$ cat src/rtl/oneshot_pkg.sv
package oneshot_pkg;

  typedef struct packed {
    logic gate_lo;
    logic gate_hi;
    logic clr_n;
  } ctl_t;

  localparam int CTL_W = 3;
  localparam logic [CTL_W-1:0] CTL_IDLE = 3'b101;

endpackage

$ cat src/rtl/os_sync.sv
module os_sync #(
  parameter int                W       = 3,
  parameter logic [W-1:0]      RST_VAL = '0
) (
  input  logic         clk,
  input  logic         rst_n,
  input  logic [W-1:0] d_i,
  output logic [W-1:0] q_o
);

  for (genvar i = 0; i < W; i++) begin : g_bit
    logic meta_q, stab_q;
    always_ff @(posedge clk or negedge rst_n) begin
      if (!rst_n) begin
        meta_q <= RST_VAL[i];
        stab_q <= RST_VAL[i];
      end else begin
        meta_q <= d_i[i];
        stab_q <= meta_q;
      end
    end
    assign q_o[i] = stab_q;
  end

endmodule

$ cat src/rtl/os_trig_qual.sv
module os_trig_qual
  import oneshot_pkg::*;
(
  input  logic clk,
  input  logic rst_n,
  input  ctl_t cur_i,
  output logic trig_o,
  output logic clr_ok_o
);

  ctl_t prev_q;
  logic b_rise, a_fall, c_rise;

  always_ff @(posedge clk or negedge rst_n) begin
    if (!rst_n) prev_q <= ctl_t'(CTL_IDLE);
    else        prev_q <= cur_i;
  end

  always_comb begin
    b_rise = cur_i.gate_hi & ~prev_q.gate_hi;
    a_fall = ~cur_i.gate_lo & prev_q.gate_lo;
    c_rise = cur_i.clr_n & ~prev_q.clr_n;
    trig_o = cur_i.clr_n &
             ((~cur_i.gate_lo & b_rise) |
              (cur_i.gate_hi & a_fall) |
              (~cur_i.gate_lo & cur_i.gate_hi & c_rise));
  end

  assign clr_ok_o = cur_i.clr_n;

endmodule

$ cat src/rtl/os_pulse_timer.sv
module os_pulse_timer #(
  parameter int CNT_W = 16
) (
  input  logic             clk,
  input  logic             rst_n,
  input  logic             trig_i,
  input  logic             clr_ok_i,
  input  logic [CNT_W-1:0] len_i,
  output logic             q_o,
  output logic             qn_o
);

  localparam int GW = CNT_W + 2;

  logic [CNT_W-1:0] cnt_q, cnt_d, hold_q, hold_d, len_eff, gap_ld;
  logic [GW-1:0]    tri_len, gap_w;
  logic             q_q, qn_q, q_d, busy, accept, en;

  // Minimum retrigger spacing: ceil(3*L/10); the hold counter starts at gap-1.
  always_comb begin
    len_eff = (len_i == '0) ? CNT_W'(1) : len_i;
    tri_len = {2'b00, len_eff} + {1'b0, len_eff, 1'b0};
    gap_w   = (tri_len + GW'(9)) / GW'(10);
    gap_ld  = (gap_w == '0) ? '0 : CNT_W'(gap_w - GW'(1));
  end

  assign busy   = (cnt_q != '0);
  assign accept = trig_i & clr_ok_i & (~busy | (hold_q == '0));
  assign en     = busy | accept | ~clr_ok_i | (hold_q != '0);

  always_comb begin
    cnt_d  = cnt_q;
    hold_d = hold_q;
    if (hold_q != '0) hold_d = hold_q - CNT_W'(1);
    if (busy)         cnt_d  = cnt_q - CNT_W'(1);
    if (accept) begin
      cnt_d  = len_eff;
      hold_d = gap_ld;
    end
    if (!clr_ok_i) begin
      cnt_d  = '0;
      hold_d = '0;
    end
    q_d = (cnt_d != '0);
  end

  always_ff @(posedge clk or negedge rst_n) begin
    if (!rst_n) begin
      cnt_q  <= '0;
      hold_q <= '0;
      q_q    <= 1'b0;
      qn_q   <= 1'b1;
    end else if (en) begin
      cnt_q  <= cnt_d;
      hold_q <= hold_d;
      q_q    <= q_d;
      qn_q   <= ~q_d;
    end
  end

  assign q_o  = q_q;
  assign qn_o = qn_q;

  assert_start_R5: assert property (@(posedge clk) disable iff (!rst_n)
    accept |=> (q_q && cnt_q == $past(len_eff)));

  assert_clear_R8: assert property (@(posedge clk) disable iff (!rst_n)
    !clr_ok_i |=> (!q_q && qn_q));

  assert_reject_R7: assert property (@(posedge clk) disable iff (!rst_n)
    (trig_i && clr_ok_i && busy && hold_q != '0) |=> (cnt_q == CNT_W'($past(cnt_q) - CNT_W'(1))));

  assert_idle_R9: assert property (@(posedge clk) disable iff (!rst_n)
    (!busy && !accept) |=> !q_q);

  assert_complement_R11: assert property (@(posedge clk) disable iff (!rst_n)
    q_q != qn_q);

endmodule

$ cat src/rtl/retrig_oneshot.sv
module retrig_oneshot
  import oneshot_pkg::*;
#(
  parameter int CNT_W = 16
) (
  input  logic             clk,
  input  logic             rst_n,
  input  logic             gate_lo_i,
  input  logic             gate_hi_i,
  input  logic             clear_n_i,
  input  logic [CNT_W-1:0] pulse_len_i,
  output logic             pulse_o,
  output logic             pulse_n_o
);

  logic [CTL_W-1:0] raw_ctl, sync_ctl;
  logic             trig, clr_ok;

  assign raw_ctl = {gate_lo_i, gate_hi_i, clear_n_i};

  os_sync #(.W(CTL_W), .RST_VAL(CTL_IDLE)) u_sync (
    .clk   (clk),
    .rst_n (rst_n),
    .d_i   (raw_ctl),
    .q_o   (sync_ctl)
  );

  os_trig_qual u_qual (
    .clk      (clk),
    .rst_n    (rst_n),
    .cur_i    (ctl_t'(sync_ctl)),
    .trig_o   (trig),
    .clr_ok_o (clr_ok)
  );

  os_pulse_timer #(.CNT_W(CNT_W)) u_timer (
    .clk      (clk),
    .rst_n    (rst_n),
    .trig_i   (trig),
    .clr_ok_i (clr_ok),
    .len_i    (pulse_len_i),
    .q_o      (pulse_o),
    .qn_o     (pulse_n_o)
  );

  assert_rise_needs_trig_R2: assert property (@(posedge clk) disable iff (!rst_n)
    $rose(pulse_o) |-> $past(trig));

endmodule

$ cat config.mk
export PLATFORM = sky130hd
export DESIGN_NAME = retrig_oneshot
export DESIGN_NICKNAME = d
export VERILOG_FILES = /design/src/rtl/oneshot_pkg.sv /design/src/rtl/os_sync.sv /design/src/rtl/os_trig_qual.sv /design/src/rtl/os_pulse_timer.sv /design/src/rtl/retrig_oneshot.sv
export SDC_FILE = /design/constraint.sdc
export NUM_CORES = 1
export LEC_CHECK = 0
export BUFFER_PORTS_ARGS = -buffer_cell sky130_fd_sc_hd__buf_4
export CORE_MARGIN = 1
export CORE_UTILIZATION = 65
export CTS_CLUSTER_DIAMETER = 100
export DETAILED_ROUTE_END_ITERATION = 6
export PLACE_DENSITY = 0.82
export SYNTH_ARGS = -nofsm -noshare
export SYNTH_HDL_FRONTEND = slang
export SYNTH_HIERARCHICAL = 1
export SYNTH_SLANG_ARGS = --single-unit
$ cat constraint.sdc
create_clock -name clk -period 4.85 [get_ports clk]
set_input_delay 0.2425 -clock clk [delete_from_list [all_inputs] [get_ports clk]]
set_output_delay 0.2425 -clock clk [all_outputs]
set_load 0.02 [all_outputs]
==> impl_metrics.ini, run 1 <==
[synth]
synth_top_area_cell = dfrtp_1
syn_avg_cell_area_um2 = 7.55
ys_seq_area_share_pct = 17.0
async_flop_share_pct = 100
synth_edf_count = 0
yosysMostFrequentCell = nor2_1
ys.flop_type = dfrtp_1
ys_seq_elements = 43
ys_types = 100
synth_top_area_share_pct = 14.1
synthTopCellsByCount = nor2_1 (87), nand2_1 (84), a21oi_1 (52)
synth_area_leaders = dfrtp_1 (14%), ha_1 (7.9%), nor2_1 (5.1%)
syn-cell-area_um2 = 6370
ys_warn_count = 6
syn_nets = 906
syn_inst = 844

[floorplan]
initial_core_util_pct = 68.0
die_height_um = 101
io_pins = 23
dieWidth_um = 101
core.rowCount = 35

[cts]
ctsHoldBuffers = 1
postCtsSetupBuffers = 56
ctsRootBufferMaster = clkbuf_8
cts.repair.resized = 167
ctsHtreeMaxLevel = 2
cts_sinks = 43
clockBufferDepth = 2
cts_buffers = 5

[placed_design]
dpl.hpwl_um = 20600
io_buffers = 22
place_congestion = 1.04
placed_area_um2 = 8660

[outcome]
stop_stage = clock tree synthesis (4_1_cts)
tool.error = [ERROR DPL-0038] Utilization greater than 100%, impossible to legalize
status = aborted with a tool error
logic make-up after synthesis:
kind of cell	synth area share, %
fa+ha+maj	8.48
mux	2.59
buf+inv	5.54
flops	17.0
compound gates	31.5
simple gates	27.2
xor+xnor	7.68
per-stage QoR:
step	worst slack [ps]	std cells
3_5_place_dp	-4580	1208
2_1_floorplan	-3020	844
3_3_place_gp	-3770	1208
==> run 2: changes to the inputs <==
CORE_UTILIZATION = 40   (was 65)
CTS_CLUSTER_DIAMETER = unset   (was 100)
PLACE_DENSITY = unset   (was 0.82)
PLACE_DENSITY_LB_ADDON = 0.15   (was unset)
==> impl_metrics.ini, run 2 <==
[outcome]
status = complete, but fails checks
violations = negative setup slack

[cells_and_area]
final_common_cell = buf_4
mostFrequentLayoutCells = buf_4 (305), nand2_1 (78), nor2_1 (76)
reg_top3 = u_timer/cnt_q (16), u_timer/hold_q (16)
layout-drive-gt1-share_pct = 49.3
syn2layout_area_growth_pct = 65.3
fillers = 1204
fin_util_pct = 68.5
fin_nets = 1202
final_area_um2 = 10500
antenna_cells = 0

[worst_hold_path]
whs_path_depth = 1
whs_endpoint = u_sync/g_bit[0].meta_q$_DFF_PN1_
hold_path_class = in -> reg
hold_start = clear_n_i

[synth]
syn-cell-area_um2 = 6370
ys.flop_type = dfrtp_1
syn_nets = 906
synth_edf_count = 0
synthTopCellsByCount = nor2_1 (87), nand2_1 (84), a21oi_1 (52)
ys_types = 100
yosysMostFrequentCell = nor2_1
synth_top_area_cell = dfrtp_1
syn_avg_cell_area_um2 = 7.55
async_flop_share_pct = 100
synth_area_leaders = dfrtp_1 (14%), ha_1 (7.9%), nor2_1 (5.1%)
ys_seq_elements = 43
syn_inst = 844
ys_warn_count = 6
synth_top_area_share_pct = 14.1
ys_seq_area_share_pct = 17.0

[timing]
fin_crit_sh_pct = 163
slew_violations = 0
fin_crit_ps = 7880
relSlewSlack_pct = 31.9
tightest_slew_ps = 1010
rsz0062_at_grt = true
finalSetupViolCount = 16
final_hold_viol_count = 0
setup_slack_ps = -3030
finClkSkew_ps = 5.76
max_freq_mhz = 127

[global_routing]
grt_pass1_wl_um = 38600
grt_usage_pct = 28.8
grt_max_degree = 44
antenna_found_initial = 0
met3_usage_pct = 2.67
grt_use_met2_pct = 52.2
overflow = 0
grt-busiest-layer = met2
grt_use_met1_pct = 36.6
grt_pass1_vias = 7934

[critical_path]
critPathSlowestCell = or4_4
critPathLaunchType = primary input
crit_family = compound AO/OA/AOI/OAI gates
reg2regPathDepth = 16
worst_ep_arrival_time_ps = 8050
r2r-start = u_timer/cnt_q[9]$_DFFE_PN0P_
regToRegEndpoint = u_timer/q_o$_DFFE_PN0P_
worstPathRequired_ps = 5010
rrSetupSlack_ps = 900
slowest_delay_ps = 540
timing.critical_path.mode_cell = ha_4
critPathMaxFanout = 7
path_class = in -> reg
cp-end-kind = flip-flop
worst-path-buf-inv = 6

[cts]
tritoncts = done
clk_pin_slew_ps = 60
clockBufferDepth = 2
cts_sinks = 43
ctsHtreeMaxLevel = 2
cts_buffers = 5
clkLatencyLatePin_ps = 290
ctsRootBufferMaster = clkbuf_16

[routing]
wl_um = 24000
firstDrtPassIters = 5
drtIter0Drc = 677
vias = 7960
drc = 0
wl_per_cell_um = 17.7
vias_per_cell = 5.89
ant_nets = 0

[floorplan]
core_region_area_um2 = 15400
io_pins = 23
dieWidth_um = 128
core.rowCount = 45
die_area_um2 = 16400
die_height_um = 128
initial_core_util_pct = 41.5

[power_and_ir_drop]
power_frac_seq_pct = 6.5
swShare_pct = 48.2
power.share.combinational_pct = 89.8
p_sw_w = 0.00430
irDropWorstVdd_v = 0.000701
p_leak_nw = 4.52
p_per_area_nw_per_um2 = 846
intPower_w = 0.00461
clkPwrFrac_pct = 3.7

[placed_design]
place_congestion = 0.940
io_buffers = 22
dpl.hpwl_um = 17800
placed_area_um2 = 8840

[flow_run]
cap_viol_max_count = 0
run 2: cell counts after synthesis:
No cell type changed its count.
run 2: cell type report:
type                       count  area, um^2  share of cell area [%]
multi-input combinational    724        6200                    58.9
timing repair buffer         335        2670                    25.3
sequential                    43        1080                    10.3
tap                          211         264                    2.51
inverter                      31         166                    1.58
clock buffer                   5         125                    1.19
clock inverter                 3        23.8                   0.226
run 2: worst max path at each step:
stage                     cells after the start  slack, ps             from                              to
after global routing                         39      -3410  pulse_len_i[14]  u_timer/hold_q[14]$_DFFE_PN0P_
final                                        38      -3030  pulse_len_i[14]  u_timer/hold_q[14]$_DFFE_PN0P_
after CTS                                    41      -2950  pulse_len_i[14]   u_timer/hold_q[0]$_DFFE_PN0P_
after floorplan                              39      -3020  pulse_len_i[13]   u_timer/hold_q[4]$_DFFE_PN0P_
after global placement                       36      -4010  pulse_len_i[13]  u_timer/hold_q[14]$_DFFE_PN0P_
after detailed placement                     36      -4200  pulse_len_i[13]  u_timer/hold_q[14]$_DFFE_PN0P_
run 2: kinds of logic (layout without fill, tap and decap cells):
family / Yosys count / in the layout / synth area share, %
AOI/OAI and AO/OA: 269 / 269 / 31.5
and+or+nand+nor: 340 / 341 / 27.2
adders and majority gates: 43 / 43 / 8.48
xor gates and xnor gates: 55 / 55 / 7.68
DFF: 43 / 43 / 17.0
muxes: 16 / 16 / 2.59
buffers and inverters: 78 / 374 / 5.54
run 2: worst register-to-register path, cell delays in order, from the launching register on:
cell      delay (ps)
dfrtp_1          390
or3_1            420
or4_1            450
nor3_1           230
nand3_1          300
nand2_1          190
or3_1            170
nor3_1            80
nand2b_1         140
nor2_1            80
nand2_1           80
xor2_1           160
a211oi_1         110
nor4_1           310
nand4_1          160
or4_1            450
o31a_1           130
run 2: routing by layer:
layer	vias up	share of wire [%]
met2	268	50
met3	50	4.9
met5	-	0
met4	0	1.6
li1	3795	-
met1	3847	44
run 2: power by group through the flow:
stage	Sequential [W]	Combinational, W	Clock (W)
finish	0.000578	0.00800	0.000332
floorplan	0.000555	0.00373	0
global placement	0.000572	0.00602	0
detailed placement	0.000577	0.00611	0
global route	0.000592	0.00852	0.000356
CTS	0.000574	0.00748	0.000336
run 2: stage by stage:
step / instances / setup TNS [ps] / power [W] / hold slack, ps / worst slack [ps]
6_report: 1352 / -47840 / 0.00891 / 65.0 / -3030
4_1_cts: 1345 / -46040 / 0.00839 / 62.3 / -2950
3_5_place_dp: 1297 / -65200 / 0.00669 / 258 / -4200
5_1_grt: 1352 / -53660 / 0.00947 / 51.4 / -3410
3_3_place_gp: 1297 / -61480 / 0.00659 / 253 / -4010
2_1_floorplan: 844 / -47000 / 0.00428 / -53.1 / -3020
run 2: what timing repair did:
item,4_1_cts,5_1_grt
gates cloned,2,0
endpoints found under the hold margin,36,0
setup buffers,37,7
pin swaps,63,40
setup endpoints to repair,16,16
hold buffers,1,0
resized for setup,160,61
Power figures use the tool's default switching activity.
==> run 3: changes to the inputs <==
CORE_ASPECT_RATIO = 2   (was unset)
SKIP_LAST_GASP = 1   (was unset)
==> impl_metrics.ini, run 3 (synthesis results as in run 2) <==
[outcome]
status = complete, but fails checks
violations = negative setup slack

[cells_and_area]
layout-drive-gt1-share_pct = 48.6
final_cells = 1380
antenna_cells = 0
fin_util_pct = 68.5
fillers = 1264
final_common_cell = buf_4
fin_nets = 1243
final_area_um2 = 10600
syn2layout_area_growth_pct = 66.0
reg_top3 = u_timer/cnt_q (16), u_timer/hold_q (16)
mostFrequentLayoutCells = buf_4 (348), nand2_1 (78), nor2_1 (78)

[critical_path]
path_class = in -> reg
critPathLaunchType = primary input
critPathSlowestCell = a2111oi_4
cp-end-kind = flip-flop
slowest_delay_ps = 430
critPathMaxFanout = 6
worstPathRequired_ps = 5010
timing.critical_path.mode_cell = buf_4
worst_ep_arrival_time_ps = 8200

[global_routing]
grt_usage_pct = 31.9
overflow = 0
grt_pass1_wl_um = 42400
antenna_found_initial = 0
grt_pass1_vias = 8791
grt_max_degree = 44

[cts]
ctsRootBufferMaster = clkbuf_16
cts_buffers = 5
ctsHtreeMaxLevel = 2
tritoncts = done
clk_pin_slew_ps = 60
clockBufferDepth = 2
cts_sinks = 43
clkLatencyLatePin_ps = 300

[placed_design]
place_congestion = 0.903
placed_area_um2 = 8970
dpl.hpwl_um = 20200
numPlacedInstances = 1304
io_buffers = 22

[routing]
wl_um = 26700
ant_nets = 0
wl_per_cell_um = 19.3
vias = 8261
drtIter0Drc = 384
firstDrtPassIters = 7
vias_per_cell = 5.99
drc = 0

[timing]
relSlewSlack_pct = 26.2
whs_ps = 50.5
finClkSkew_ps = 8.01
rsz0062_at_grt = true
finalSetupViolCount = 16
max_freq_mhz = 124
slew_violations = 0
fin_crit_ps = 8040
final.setup.tns_ps = -49440
setup_slack_ps = -3190
final_hold_viol_count = 0
tightest_slew_ps = 1100
fin_crit_sh_pct = 166

[power_and_ir_drop]
irDropWorstVdd_v = 0.000852
p_per_area_nw_per_um2 = 829
p_leak_nw = 4.65

[floorplan]
dieWidth_um = 91.3
die_area_um2 = 16500
io_pins = 23
die_height_um = 181
core.rowCount = 64
initial_core_util_pct = 41.2
core_region_area_um2 = 15500

[flow_run]
cap_viol_max_count = 0

[worst_hold_path]
hold_path_class = in -> reg
==> run 3: changes by cell type in the layout (fill, tap and decap cells not counted), sizes merged <==
cell / previous run / this run
inv: 31 / 30
buf: 334 / 374
nor3: 33 / 34
clkbuf: 5 / 6
nor4: 19 / 20
clkinvlp: 2 / 1
clkinv: 1 / 2
nor2: 93 / 92
==> run 3: worst paths after layout <==
check	startpoint	end	slack, ps	cells past startpoint
max	pulse_len_i[7]	u_timer/hold_q[10]$_DFFE_PN0P_	-3190	42
min	gate_hi_i	u_sync/g_bit[1].meta_q$_DFF_PN0_	50	1
max reg2reg	u_timer/cnt_q[9]$_DFFE_PN0P_	u_timer/q_o$_DFFE_PN0P_	570	16
min reg2reg	u_sync/g_bit[0].meta_q$_DFF_PN1_	u_sync/g_bit[0].stab_q$_DFF_PN1_	360	0
max in group asynchronous	rst_n	u_sync/g_bit[2].stab_q$_DFF_PN1_	3980	2
min in group asynchronous	rst_n	u_timer/cnt_q[14]$_DFFE_PN0P_	470	2
==> run 3: metrics by stage <==
step	setup WS (ps)	power, W
finish	-3190	0.00877
global route	-3560	0.00934
CTS	-2960	0.00827
detailed placement	-4250	0.00689
global placement	-4010	0.00679
floorplan	-3020	0.00428
==> run 3: worst max-delay path, delay by kind of cell <==
family          cells  cell delay (ps)
fa+ha+maj           4              970
buf+inv            10             1470
compound gates     15             3490
simple gates       11             1530
xor+xnor            1              190
mux                 1              270
==> run 3: final cells by class <==
cell class	count	area, um^2	area share [%]
tap	198	248	2.34
timing repair buffer	375	2960	28.0
clock buffer	6	129	1.22
sequential	43	1080	10.3
multi-input combinational	725	5980	56.6
clock inverter	2	12.5	0.118
inverter	31	164	1.55
==> run 3: timing repair <==
action / CTS / global route
hold endpoints to repair: 36 / 0
setup endpoints to repair: 16 / 16
setup buffers: 44 / 19
hold buffers: 1 / 0
pin swaps: 74 / 61
resized for setup: 117 / 57
cloned: 3 / 1
==> run 3: power breakdown <==
part           leakage (nW)  switching, W  total, W  internal [W]
clock                0.0669      0.000142  0.000332      0.000190
sequential            0.545      0.000104  0.000578      0.000474
combinational          4.03       0.00399   0.00786       0.00387
==> run 3: per-layer routing <==
metal	track usage (%)	vias to the layer above	wire length, um
li1	-	3858	-
met1	29.7	4003	9220
met2	64.5	270	15000
met3	1.69	130	665
met4	21.0	0	1800
met5	0	-	0
